===== src/rtl/dbc_pkg.sv =====
package dbc_pkg;
  localparam int DW    = 8;
  localparam int NREG  = 16;
  localparam int IDX_W = $clog2(NREG);

  localparam logic [IDX_W-1:0] IX_CMD  = 4'd3;
  localparam logic [IDX_W-1:0] IX_STAT = 4'd4;
  localparam logic [IDX_W-1:0] IX_INTR = 4'd5;
  localparam logic [IDX_W-1:0] IX_SEQ  = 4'd6;
  localparam logic [IDX_W-1:0] IX_CFG  = 4'd8;

  localparam logic [6:0] OP_FLUSH   = 7'h01;
  localparam logic [6:0] OP_CHIPRST = 7'h02;
  localparam logic [6:0] OP_BUSRST  = 7'h03;
  localparam logic [6:0] OP_SELATN  = 7'h42;
  localparam logic [6:0] OP_SELSTOP = 7'h43;

  localparam logic [DW-1:0] ST_INT   = 8'h80;
  localparam logic [DW-1:0] ST_TC    = 8'h10;
  localparam logic [DW-1:0] PH_CMD   = 8'h02;
  localparam logic [DW-1:0] IR_FC    = 8'h08;
  localparam logic [DW-1:0] IR_BS    = 8'h10;
  localparam logic [DW-1:0] IR_DC    = 8'h20;
  localparam logic [DW-1:0] IR_RST   = 8'h80;
  localparam logic [DW-1:0] SQ_CMD   = 8'h04;

  // Bits of a write that become readable at each plain index
  function automatic logic [DW-1:0] keep_mask(int i);
    case (i)
      0, 1, 3, 8, 12, 13, 14, 15: keep_mask = 8'hFF;
      11:                         keep_mask = 8'h15;
      default:                    keep_mask = 8'h00;
    endcase
  endfunction

  function automatic logic [DW-1:0] reset_value(int i);
    reset_value = (i == 14) ? 8'h04 : 8'h00;
  endfunction
endpackage


===== src/rtl/dbc_regfile.sv =====
module dbc_regfile
  import dbc_pkg::*;
#(
  parameter int TGT_W = 3
) (
  input  logic                      clk,
  input  logic                      rst_n,
  input  logic                      wr_en,
  input  logic [IDX_W-1:0]          wr_idx,
  input  logic [DW-1:0]             wr_data,
  input  logic                      soft_rst,
  output logic [NREG-1:0][DW-1:0]   plain_q,
  output logic [TGT_W-1:0]          target_q,
  output logic                      dma_mode_q
);
  for (genvar i = 0; i < NREG; i++) begin : g_reg
    localparam logic [DW-1:0] MASK = keep_mask(i);
    localparam logic [DW-1:0] RSTV = reset_value(i);
    if (MASK == '0) begin : g_const
      assign plain_q[i] = RSTV;
    end else begin : g_store
      logic          en;
      logic [DW-1:0] d;
      always_comb begin
        en = soft_rst || (wr_en && (wr_idx == IDX_W'(i)));
        d  = soft_rst ? RSTV : (wr_data & MASK);
      end
      always_ff @(posedge clk or negedge rst_n) begin
        if (!rst_n)  plain_q[i] <= RSTV;
        else if (en) plain_q[i] <= d;
      end
    end
  end

  logic             tgt_en, dma_en;
  logic [TGT_W-1:0] tgt_d;
  logic             dma_d;
  always_comb begin
    tgt_en = soft_rst || (wr_en && (wr_idx == IX_STAT));
    tgt_d  = soft_rst ? '0 : wr_data[TGT_W-1:0];
    dma_en = wr_en && (wr_idx == IX_CMD);
    dma_d  = soft_rst ? 1'b0 : wr_data[DW-1];
  end

  always_ff @(posedge clk or negedge rst_n) begin
    if (!rst_n) begin
      target_q   <= '0;
      dma_mode_q <= 1'b0;
    end else begin
      if (tgt_en) target_q   <= tgt_d;
      if (dma_en) dma_mode_q <= dma_d;
    end
  end


  soft_reset_id_chk: assert property (@(posedge clk) disable iff (!rst_n)
    soft_rst |=> (plain_q[14] == 8'h04) && !dma_mode_q && (plain_q[0] == 8'h00));

  masked_store_chk: assert property (@(posedge clk) disable iff (!rst_n)
    (wr_en && wr_idx == 4'd11 && !soft_rst) |=> (plain_q[11] & 8'hEA) == 8'h00);
endmodule


===== src/rtl/dbc_cmd_ctl.sv =====
module dbc_cmd_ctl
  import dbc_pkg::*;
#(
  parameter int TGT_W   = 3,
  parameter int MAX_TGT = 4,
  localparam int NDEV   = 1 << TGT_W
) (
  input  logic             clk,
  input  logic             rst_n,
  input  logic             cmd_we,
  input  logic [DW-1:0]    cmd_byte,
  input  logic             intr_rd,
  input  logic [TGT_W-1:0] target,
  input  logic             busrst_quiet,
  input  logic [NDEV-1:0]  dev_present,
  input  logic             cmd_ack,
  output logic [DW-1:0]    status_q,
  output logic [DW-1:0]    intr_q,
  output logic [DW-1:0]    seq_q,
  output logic             irq_q,
  output logic             dflag_q,
  output logic             pend_q,
  output logic [TGT_W-1:0] ptgt_q
);
  logic [6:0]       op;
  logic             tgt_ok, acked, en;
  logic [DW-1:0]    status_d, intr_d, seq_d;
  logic             irq_d, dflag_d, pend_d;
  logic [TGT_W-1:0] ptgt_d;

  assign op     = cmd_byte[6:0];
  assign tgt_ok = (int'(target) < MAX_TGT) && dev_present[target];
  assign acked  = pend_q && cmd_ack;
  assign en     = cmd_we || intr_rd || acked;

  always_comb begin
    status_d = status_q;
    intr_d   = intr_q;
    seq_d    = seq_q;
    irq_d    = irq_q;
    dflag_d  = dflag_q;
    pend_d   = pend_q;
    ptgt_d   = ptgt_q;
    if (intr_rd) begin
      status_d = status_q & ST_TC;
      irq_d    = 1'b0;
      dflag_d  = 1'b0;
    end
    if (acked) begin
      intr_d  = IR_BS | IR_FC;
      seq_d   = SQ_CMD;
      irq_d   = 1'b1;
      dflag_d = 1'b1;
      pend_d  = 1'b0;
    end
    if (cmd_we) begin
      case (op)
        OP_FLUSH: begin
          intr_d = IR_FC;
          seq_d  = '0;
        end
        OP_CHIPRST: begin
          status_d = '0;
          intr_d   = '0;
          seq_d    = '0;
          irq_d    = 1'b0;
          dflag_d  = 1'b0;
          pend_d   = 1'b0;
          ptgt_d   = '0;
        end
        OP_BUSRST: begin
          intr_d = IR_RST;
          if (!busrst_quiet) begin
            irq_d   = 1'b1;
            dflag_d = 1'b1;
          end
        end
        OP_SELATN, OP_SELSTOP: begin
          if (!tgt_ok) begin
            status_d = ST_INT;
            intr_d   = IR_DC;
            seq_d    = '0;
            irq_d    = 1'b1;
            dflag_d  = 1'b1;
          end else if (op == OP_SELATN) begin
            pend_d = 1'b1;
            ptgt_d = target;
          end else begin
            status_d = ST_INT | ST_TC | PH_CMD;
            intr_d   = IR_BS | IR_FC;
            seq_d    = SQ_CMD;
            irq_d    = 1'b1;
            dflag_d  = 1'b1;
          end
        end
        default: ;
      endcase
    end
  end

  always_ff @(posedge clk or negedge rst_n) begin
    if (!rst_n) begin
      status_q <= '0;
      intr_q   <= '0;
      seq_q    <= '0;
      irq_q    <= 1'b0;
      dflag_q  <= 1'b0;
      pend_q   <= 1'b0;
      ptgt_q   <= '0;
    end else if (en) begin
      status_q <= status_d;
      intr_q   <= intr_d;
      seq_q    <= seq_d;
      irq_q    <= irq_d;
      dflag_q  <= dflag_d;
      pend_q   <= pend_d;
      ptgt_q   <= ptgt_d;
    end
  end


  intr_read_clear_chk: assert property (@(posedge clk) disable iff (!rst_n)
    (intr_rd && !cmd_we && !acked) |=> !irq_q && !dflag_q && ((status_q & 8'hEF) == 8'h00));

  req_hold_chk: assert property (@(posedge clk) disable iff (!rst_n)
    (pend_q && !cmd_ack && !cmd_we) |=> pend_q);

  ack_report_chk: assert property (@(posedge clk) disable iff (!rst_n)
    (acked && !cmd_we) |=> irq_q && !pend_q && (seq_q == 8'h04) && (intr_q == 8'h18));

  unknown_hold_chk: assert property (@(posedge clk) disable iff (!rst_n)
    (cmd_we && !intr_rd && !acked && op != OP_FLUSH && op != OP_CHIPRST &&
     op != OP_BUSRST && op != OP_SELATN && op != OP_SELSTOP)
    |=> $stable(status_q) && $stable(intr_q) && $stable(seq_q) && $stable(irq_q) && $stable(pend_q));

  quiet_busrst_chk: assert property (@(posedge clk) disable iff (!rst_n)
    (cmd_we && op == OP_BUSRST && busrst_quiet && !irq_q && !acked) |=> !irq_q);
endmodule


===== src/rtl/dbc_cmd_unit.sv =====
module dbc_cmd_unit
  import dbc_pkg::*;
#(
  parameter int TGT_W   = 3,
  parameter int MAX_TGT = 4,
  localparam int NDEV   = 1 << TGT_W
) (
  input  logic             clk,
  input  logic             rst_n,
  input  logic             reg_wr,
  input  logic             reg_rd,
  input  logic [5:2]       reg_addr,
  input  logic [DW-1:0]    reg_wdata,
  output logic [DW-1:0]    reg_rdata,
  input  logic [NDEV-1:0]  dev_present,
  input  logic             cmd_ack,
  output logic             cmd_req,
  output logic [TGT_W-1:0] cmd_target,
  output logic             irq,
  output logic             dma_irq,
  output logic             dma_mode,
  output logic [2*DW-1:0]  xfer_count
);
  logic [IDX_W-1:0]        idx;
  logic                    cmd_we, intr_rd, soft_rst;
  logic [NREG-1:0][DW-1:0] plain_q;
  logic [TGT_W-1:0]        target_q;
  logic [DW-1:0]           status_q, intr_q, seq_q;

  assign idx      = reg_addr;
  assign cmd_we   = reg_wr && (idx == IX_CMD);
  assign intr_rd  = reg_rd && (idx == IX_INTR);
  assign soft_rst = cmd_we && (reg_wdata[6:0] == OP_CHIPRST);

  dbc_regfile #(.TGT_W(TGT_W)) u_regs (
    .clk        (clk),
    .rst_n      (rst_n),
    .wr_en      (reg_wr),
    .wr_idx     (idx),
    .wr_data    (reg_wdata),
    .soft_rst   (soft_rst),
    .plain_q    (plain_q),
    .target_q   (target_q),
    .dma_mode_q (dma_mode)
  );

  dbc_cmd_ctl #(.TGT_W(TGT_W), .MAX_TGT(MAX_TGT)) u_ctl (
    .clk          (clk),
    .rst_n        (rst_n),
    .cmd_we       (cmd_we),
    .cmd_byte     (reg_wdata),
    .intr_rd      (intr_rd),
    .target       (target_q),
    .busrst_quiet (plain_q[IX_CFG][6]),
    .dev_present  (dev_present),
    .cmd_ack      (cmd_ack),
    .status_q     (status_q),
    .intr_q       (intr_q),
    .seq_q        (seq_q),
    .irq_q        (irq),
    .dflag_q      (dma_irq),
    .pend_q       (cmd_req),
    .ptgt_q       (cmd_target)
  );

  always_comb begin
    case (idx)
      IX_STAT: reg_rdata = status_q;
      IX_INTR: reg_rdata = intr_q;
      IX_SEQ:  reg_rdata = seq_q;
      default: reg_rdata = plain_q[idx];
    endcase
  end

  assign xfer_count = {plain_q[1], plain_q[0]};


  irq_follows_flag_chk: assert property (@(posedge clk) disable iff (!rst_n)
    $rose(irq) |-> dma_irq);

  chip_reset_drop_chk: assert property (@(posedge clk) disable iff (!rst_n)
    soft_rst |=> !irq && !cmd_req && (reg_addr != IX_STAT || reg_rdata == 8'h00));
endmodule


===== config.mk =====
export PLATFORM = sky130hd
export DESIGN_NAME = dbc_cmd_unit
export DESIGN_NICKNAME = d
export VERILOG_FILES = /design/src/rtl/dbc_pkg.sv /design/src/rtl/dbc_regfile.sv /design/src/rtl/dbc_cmd_ctl.sv /design/src/rtl/dbc_cmd_unit.sv
export SDC_FILE = /design/constraint.sdc
export NUM_CORES = 1
export LEC_CHECK = 0
export BUFFER_PORTS_ARGS = -buffer_cell sky130_fd_sc_hd__buf_2
export CORE_MARGIN = 1.5
export CORE_UTILIZATION = 50
export DETAILED_ROUTE_END_ITERATION = 12
export PLACE_DENSITY = 0.72
export SLEW_MARGIN = 20
export SYNTH_ARGS = -nofsm -noshare
export SYNTH_HDL_FRONTEND = slang
export SYNTH_HIERARCHICAL = 1
export SYNTH_SLANG_ARGS = --single-unit

===== constraint.sdc =====
create_clock -name clk -period 1.4 [get_ports clk]
set_input_delay 0.14 -clock clk [delete_from_list [all_inputs] [get_ports clk]]
set_output_delay 0.14 -clock clk [all_outputs]
set_load 0.02 [all_outputs]

==> impl_metrics.yaml, run 1 <==
setup_path:
  end_kind: "primary output"
  r2r_end: "u_ctl/seq_q[2]"
  path_cells: "mux4_2, a22oi_2, o21ai_1, buf_4"
  worstSetupPathType: "flop to primary output"
  worstPathRequired_ns: 1.26
  reg2reg_slack_ns: -0.18
  critPathTopFamily: "multiplexers"
  critPathLaunchType: "flop"
  slowest_stage: "mux4_2"
  startpoint: "u_regs/plain_q[97]"
  cp.arrival_ns: 1.73
  slowest_delay_ns: 0.50
  cp.depth: 4
  crit_path_max_fanout: 2
  worstRegToRegCells: 6
  timing.rr.start: "u_regs/target_q[0]"
  endpoint: "reg_rdata[1]"
  worst-path-buf-inv: 1
route:
  drt-pass1-iter-count: 4
  drc: 0
  vias: 4669
  drt_wl_total_mm: 15.9
  wl_per_cell_um: 19.1
  vias_per_cell: 5.61
  drt.antenna.violating_nets: 0
  dr.first_iter.drc_count: 374
timing:
  period_minus_slack_ns: 1.87
  fmaxAchievable_mhz: 535
  report.final.slew_viol_count: 0
  period_share_pct: 133
  fin_tns_setup_ns: -6.04
  hold_violations: 0
  rsz0062_at_grt: "true"
  setup_ws_ns: -0.468
  setup_viol: 31
  clock_skew_ns: 0.00361
place:
  dpl_worst_slack_ns: -0.315
  place_area_mm2: 0.00698
  globalplace.congestion: 0.925
  place_hpwl_mm: 11.4
  io_buffers: 51
global_route:
  antenna_found_initial: 0
  grt_pass1_wl_mm: 25.9
  grt_start_max_net_pins: 73
  grt_usage_pct: 26.6
  grt_pass1_vias: 4902
  grt.overflow.total: 0
outcome:
  outcome: "finished, violations left"
  violations: "negative setup slack"
final_layout:
  final_common_cell: "dfrtp_1"
  drive_gt1_share_pct: 33.0
  area_delta_synth_final_pct: 21.6
  fin_util_pct: 62.2
  fin_area_mm2: 0.00747
  layout_common_cells: "dfrtp_1 (100), mux2i_1 (78), buf_4 (76), nand2b_1 (69)"
  fill_cells: 934
  nets: 705
  diodes: 0
clock_network:
  cts_buffers: 9
  cts_htree_levels: 3
  cts_tree: "yes"
  clock_path_buffers: 2
  clockRootBuffer: "clkbuf_16"
  cts_sinks: 101
  clk_latency_ns: 0.36
  path_clk_slew_ns: 0.07
floorplan:
  ios: 56
  dieArea_mm2: 0.0130
  die_w_um: 114
  initial_core_util_pct: 51.2
  dieHeight_um: 114
  rows: 40
  core_area_mm2: 0.0120
power_and_ir_drop:
  p_per_area_mw_per_mm2: 1150
  total_power_mw: 8.63
  cellLeakagePower_nw: 3.74
  vdd_drop_max_v: 0.000631
logic_synthesis:
  avgSynthCellArea_um2: 10.7
  yosys_warnings: 6
  netlist_instances: 576
  syn_area_mm2: 0.00615
flow_run:
  cap_viol_max_count: 0
hold_path:
  hp-class: "primary input to flop"
-- report_power, final --
| part | total (mW) | switching (mW) | internal (mW) |
|---|---|---|---|
| Clock | 2.57 | 1.13 | 1.44 |
| Combinational | 2.27 | 1.16 | 1.11 |
| Sequential | 3.79 | 0.385 | 3.40 |
| Total | 8.63 | 2.68 | 5.95 |
-- how the worst min path moves through the flow --
| stage | start | end | slack, ns | cells past startpoint |
|---|---|---|---|---|
| after floorplan | rst_n | u_ctl/dflag_q | -0.16 | 0 |
| after global placement | rst_n | u_regs/plain_q[0] | 0.19 | 2 |
| after detailed placement | rst_n | u_regs/plain_q[0] | 0.19 | 2 |
| after CTS | cmd_ack | u_ctl/pend_q | 0.07 | 3 |
| after global routing | cmd_ack | u_ctl/pend_q | 0.1 | 3 |
| final | cmd_ack | u_ctl/pend_q | 0.09 | 3 |
-- final cells by class --
cell class / instances / area, um2 / area share [%]
Clock buffer: 11 / 243 / 3.25
Timing Repair Buffer: 136 / 1050 / 14.1
Inverter: 3 / 11.3 / 0.151
Tap cell: 147 / 184 / 2.46
Clock inverter: 5 / 60.1 / 0.804
Multi-Input combinational cell: 429 / 3390 / 45.4
Sequential cell: 101 / 2530 / 33.8
-- through the flow --
| step | std cells | hold WS [ns] |
|---|---|---|
| after global routing | 832 | 0.0996 |
| after floorplan | 620 | -0.156 |
| after detailed placement | 810 | 0.191 |
| after CTS | 831 | 0.0735 |
| final | 832 | 0.0921 |
| after global placement | 810 | 0.188 |
-- state kept, by name, indices dropped and copies added, names as in the netlist --
name	flops
u_regs/dma_mode_q	1
u_ctl/dflag_q	1
u_regs/target_q	3
u_regs/plain_q	67
u_ctl/intr_q	8
u_ctl/seq_q	8
u_ctl/status_q	8
u_ctl/pend_q	1
u_ctl/irq_q	1
u_ctl/ptgt_q	3
-- worst min-delay path: cells and delay by family --
kind            cells  cell delay [ns]
compound gates      1             0.07
buf+inv             1             0.09
simple gates        1             0.11
-- what timing repair did --
action                                 in CTS  in global routing
buffers inserted                            3                  3
hold buffers                                1                  0
setup endpoints to repair                  30                 37
resized for setup                          29                 22
endpoints found under the hold margin     100                  0
pin swaps                                   8                 16
cloned                                      1                  0
-- per-layer routing --
layer  routed length, um  vias up  global-route usage, %
met5                   0        -                      0
met4                 534        0                   12.4
met3                 807       34                   4.89
met2                7560      143                   42.7
met1                6960     2333                   35.2
li1                    -     2159                      -
Note: power is estimated with default switching activity, not from simulation.
==> run 2: changes to the inputs <==
- REMOVE_ABC_BUFFERS: unset -> 1
==> run 2 against run 1 <==
Net effect:
- the flow still finishes with violations (negative setup slack)
- final cell count is 0.96% higher
- fmax is 0.17% higher
- power is 3.3% higher
- combinational power is 7% higher
- clock power is 7% higher
- die area stayed put
- register-to-register slack better by 0.02 ns
- setup slack better by 0.0031 ns
- critical endpoint is now reg_rdata[2]
- largest cell class unchanged
==> impl_metrics.yaml, run 2 (synthesis results as in run 1) <==
timing:
  hold_violations: 0
  hold_ws_ns: 0.0849
  fmaxAchievable_mhz: 536
  period_minus_slack_ns: 1.86
  tightest_slew_ns: 0.554
  clock_skew_ns: 0.00847
  setup_viol: 28
  relSlewSlack_pct: 63.0
  rsz0062_at_grt: "true"
  report.final.slew_viol_count: 0
  setup_ws_ns: -0.465
  fin_tns_setup_ns: -5.50
  period_share_pct: 133
final_layout:
  area_delta_synth_final_pct: 24.9
  fin_area_mm2: 0.00768
  drive_gt1_share_pct: 34.8
  fill_cells: 921
  nets: 713
  layout_common_cells: "dfrtp_1 (99), mux2i_1 (78), nand2b_1 (72), buf_4 (70)"
  final_common_cell: "dfrtp_1"
  largest-register: "u_regs/plain_q"
  diodes: 0
  fin_util_pct: 63.9
  largest_reg_flops: 67
setup_path:
  crit_path_max_fanout: 2
  slowest_stage: "mux4_2"
  critPathTopFamily: "multiplexers"
  cp.arrival_ns: 1.72
  slowest_delay_ns: 0.50
  cp.depth: 4
  worstRegToRegCells: 6
  timing.rr.start: "u_regs/target_q[0]"
  startpoint: "u_regs/plain_q[90]"
  worstSetupPathType: "flop to primary output"
  critPathLaunchType: "flop"
  path_cells: "mux4_2, a22oi_2, o21ai_2, buf_6"
  reg2reg_slack_ns: -0.16
  worstPathRequired_ns: 1.26
  worst-path-buf-inv: 1
  end_kind: "primary output"
  r2r_end: "u_ctl/seq_q[2]"
power_and_ir_drop:
  cellLeakagePower_nw: 3.84
  p_per_area_mw_per_mm2: 1160
  swShare_pct: 30.5
  pwr-share-seq_pct: 41.7
  switchingPower_mw: 2.72
  internal_power_mw: 6.20
  p_comb_share_pct: 27.3
  vdd_drop_max_v: 0.000561
  pwr-share-clk_pct: 31.0
route:
  drc: 0
  dr.first_iter.drc_count: 363
  top_layer_used: "met4"
  wl_met3_um: 739
  vias_per_cell: 5.63
  vias: 4725
  wl_per_cell_um: 19.4
  wl_met2_mm: 8.08
  drt.antenna.violating_nets: 0
  drt-pass1-iter-count: 5
  wl_met1_mm: 7.02
  drt_wl_total_mm: 16.3
hold_path:
  hp-class: "primary input to flop"
  whs_endpoint: "u_ctl/pend_q"
  holdPathStages: 3
  min-delay-start: "cmd_ack"
clock_network:
  cts_htree_levels: 3
  clk_latency_ns: 0.36
  clockRootBuffer: "clkbuf_16"
  path_clk_slew_ns: 0.08
  clock_path_buffers: 2
  cts_buffers: 9
  cts_sinks: 101
  cts_tree: "yes"
place:
  place_area_mm2: 0.00704
  globalplace.congestion: 0.882
  io_buffers: 51
  place_hpwl_mm: 11.1
global_route:
  grt_pass1_wl_mm: 26.0
  grt.overflow.total: 0
  grt_pass1_vias: 4819
  grt_usage_pct: 26.4
  antenna_found_initial: 0
  grt_start_max_net_pins: 45
floorplan:
  ios: 56
  dieHeight_um: 114
  initial_core_util_pct: 51.2
  rows: 40
  core_area_mm2: 0.0120
  die_w_um: 114
  dieArea_mm2: 0.0130
outcome:
  outcome: "finished, violations left"
  violations: "negative setup slack"
flow_run:
  cap_viol_max_count: 0
==> run 2: changes by cell type in the layout (fill, tap and decap cells not counted), moves of 3 or more <==
cell	before	now
nand2b_1	69	72
nor2_1	16	13
buf_6	4	10
buf_12	10	17
o21ai_0	12	15
buf_4	76	70
o21ai_2	1	7
o21ai_1	15	6
nand2b_4	4	1
==> run 2: cell type report <==
cell class / instances / area [um2] / share of cell area (%)
clock buffers: 9 / 225 / 2.93
clock inverters: 7 / 97.6 / 1.27
inverters: 3 / 11.3 / 0.147
multi-input cells: 429 / 3410 / 44.4
flip-flops and latches: 101 / 2530 / 33.0
well taps: 147 / 184 / 2.40
repair buffers: 144 / 1220 / 15.9
==> run 2: worst max-delay path by stage <==
stage / endpoint
3_5_place_dp: reg_rdata[4]
2_1_floorplan: u_regs/plain_q[31]
3_3_place_gp: reg_rdata[4]
5_1_grt: reg_rdata[1]
4_1_cts: reg_rdata[1]
6_report: reg_rdata[2]
==> run 2: timing repair <==
item / 4_1_cts / 5_1_grt
pin swaps: 18 / 19
cloned: 0 / 0
hold buffers: 1 / 0
resized for setup: 38 / 34
setup endpoints to repair: 29 / 92
hold endpoints to repair: 101 / 0
setup buffers: 4 / 4
==> run 2: tightest hold or removal path: cells and delay by family <==
family / cells / cell delay [ns]
AND/OR/NAND/NOR: 1 / 0.11
buffers and inverters: 1 / 0.10
AO/OA/AOI/OAI: 1 / 0.05
==> run 2: layer usage <==
layer | GRT usage, % | vias to the layer above
met1 | 35.9 | 2368
met4 | 11.0 | 0
met2 | 43.2 | 155
li1 | - | 2169
met3 | 3.19 | 33
met5 | 0 | -
==> run 2: power groups by stage <==
stage / Combinational, mW / Sequential [mW] / Clock [mW]
floorplan: 1.07 / 3.80 / 0
global placement: 2.03 / 3.74 / 0
detailed placement: 2.10 / 3.75 / 0
CTS: 2.29 / 3.71 / 2.79
global route: 2.63 / 3.77 / 2.93
finish: 2.43 / 3.72 / 2.76
==> run 2: metrics by stage <==
stage | power [mW] | setup slack (ns) | cells
final | 8.92 | -0.465 | 840
after global routing | 9.33 | -0.493 | 840
after CTS | 8.80 | -0.483 | 837
after detailed placement | 5.86 | -0.477 | 816
after global placement | 5.77 | -0.442 | 816
after floorplan | 4.87 | -0.902 | 533
==> run 3: changes to the inputs <==
- CORE_ASPECT_RATIO: unset -> 1.1
==> run 3 against run 2 <==
Net effect:
- the run still ends with negative setup slack left
- register-to-register slack lost 0.02 ns
- setup slack lost 0.0096 ns
- die area is essentially flat
- non-clock buffer count grew 15
==> impl_metrics.yaml, run 3 (synthesis results as in run 1) <==
clock_network:
  cts_tree: "yes"
  path_clk_slew_ns: 0.07
  clockRootBuffer: "clkbuf_16"
  clk_latency_ns: 0.35
  cts_buffers: 9
  clock_path_buffers: 2
  cts_sinks: 101
  cts_htree_levels: 3
timing:
  rsz0062_at_grt: "true"
  fin_tns_setup_ns: -5.67
  report.final.slew_viol_count: 0
  tightest_slew_ns: 0.553
  fmaxAchievable_mhz: 533
  period_minus_slack_ns: 1.87
  clock_skew_ns: 0.00571
  setup_viol: 34
  hold_violations: 0
  setup_ws_ns: -0.475
  relSlewSlack_pct: 63.1
  period_share_pct: 134
  hold_ws_ns: 0.108
setup_path:
  crit_path_max_fanout: 2
  cp.arrival_ns: 1.73
  critPathLaunchType: "flop"
  worstSetupPathType: "flop to primary output"
  end_kind: "primary output"
  worstPathRequired_ns: 1.26
place:
  place_hpwl_mm: 11.7
  globalplace.congestion: 0.910
  dp.cells: 837
  io_buffers: 51
  dpl_worst_slack_ns: -0.448
global_route:
  grt_usage_pct: 26.5
  grt_pass1_vias: 5174
  grt_start_max_net_pins: 33
  antenna_found_initial: 0
  grt_pass1_wl_mm: 26.3
  grt.overflow.total: 0
final_layout:
  largest_reg_flops: 67
  layout_common_cells: "dfrtp_1 (99), buf_4 (91), mux2i_1 (78), nand2b_1 (72)"
  area_delta_synth_final_pct: 26.0
  final_common_cell: "dfrtp_1"
  fill_cells: 906
  largest-register: "u_regs/plain_q"
  final_cells: 862
  nets: 728
  diodes: 0
  drive_gt1_share_pct: 34.7
power_and_ir_drop:
  vdd_drop_max_v: 0.000608
  cellLeakagePower_nw: 3.88
  p_per_area_mw_per_mm2: 1130
hold_path:
  hp-class: "primary input to flop"
route:
  drt_wl_total_mm: 16.5
  drt-pass1-iter-count: 5
  wl_per_cell_um: 19.1
  drc: 0
  dr.first_iter.drc_count: 370
  vias: 4920
  vias_per_cell: 5.71
  drt.antenna.violating_nets: 0
floorplan:
  dieHeight_um: 119
  core_area_mm2: 0.0120
  die_w_um: 109
  dieArea_mm2: 0.0130
  initial_core_util_pct: 51.1
  ios: 56
  rows: 42
outcome:
  outcome: "finished, violations left"
  violations: "negative setup slack"
flow_run:
  cap_viol_max_count: 0
==> run 3: per-layer routing <==
metal | track usage (%) | share of wire (%) | vias to the layer above
met5 | 0 | 0 | -
met3 | 4.21 | 4.6 | 38
met2 | 43.2 | 51 | 172
met1 | 34.6 | 42 | 2512
met4 | 11.8 | 3.2 | 0
li1 | - | - | 2198
==> run 3: final timing paths <==
check                                    start                  end  slack [ns]  cells past startpoint
setup / recovery           u_regs/plain_q[123]         reg_rdata[3]       -0.47                      4
hold / removal                         cmd_ack         u_ctl/pend_q        0.11                      3
setup reg to reg            u_regs/target_q[0]       u_ctl/seq_q[2]       -0.18                      6
hold reg to reg                u_ctl/ptgt_q[2]      u_ctl/ptgt_q[2]        0.49                      1
max in group asynchronous                rst_n  u_regs/plain_q[114]        0.52                      3
min in group asynchronous                rst_n    u_regs/plain_q[9]        0.26                      2
==> run 3: what timing repair did <==
action	4_1_cts	5_1_grt
resized for setup	44	19
setup endpoints to repair	33	34
hold buffers	1	0
hold endpoints to repair	24	0
pin swaps	20	16
setup buffers	3	6
==> run 3: through the flow <==
step	power, mW	util (%)	cell area (um2)
2_1_floorplan	4.87	-	5760
3_3_place_gp	5.76	59.5	7160
3_5_place_dp	5.86	59.5	7160
4_1_cts	8.58	63.4	7620
5_1_grt	9.07	64.3	7740
6_report	8.72	64.3	7740
==> run 3: power by group <==
group          switching [mW]  internal (mW)  total (mW)
registers               0.320           3.40        3.72
clock network            1.18           1.40        2.59
logic                    1.19           1.22        2.41
==> run 3: critical path, cell delays in order (launching register included) <==
cell and delay, ns:
dfrtp_1 0.39, mux4_2 0.51, a22oi_2 0.21, o21ai_1 0.11, buf_4 0.17
==> run 3: cell type report <==
class | count | area [um2] | area share, %
sequential | 101 | 2530 | 32.7
clock buffer | 10 | 229 | 2.96
tap | 154 | 193 | 2.49
clock inverter | 6 | 70.1 | 0.905
timing repair buffer | 159 | 1310 | 16.9
inverter | 3 | 11.3 | 0.145
multi-input combinational | 429 | 3400 | 44.0
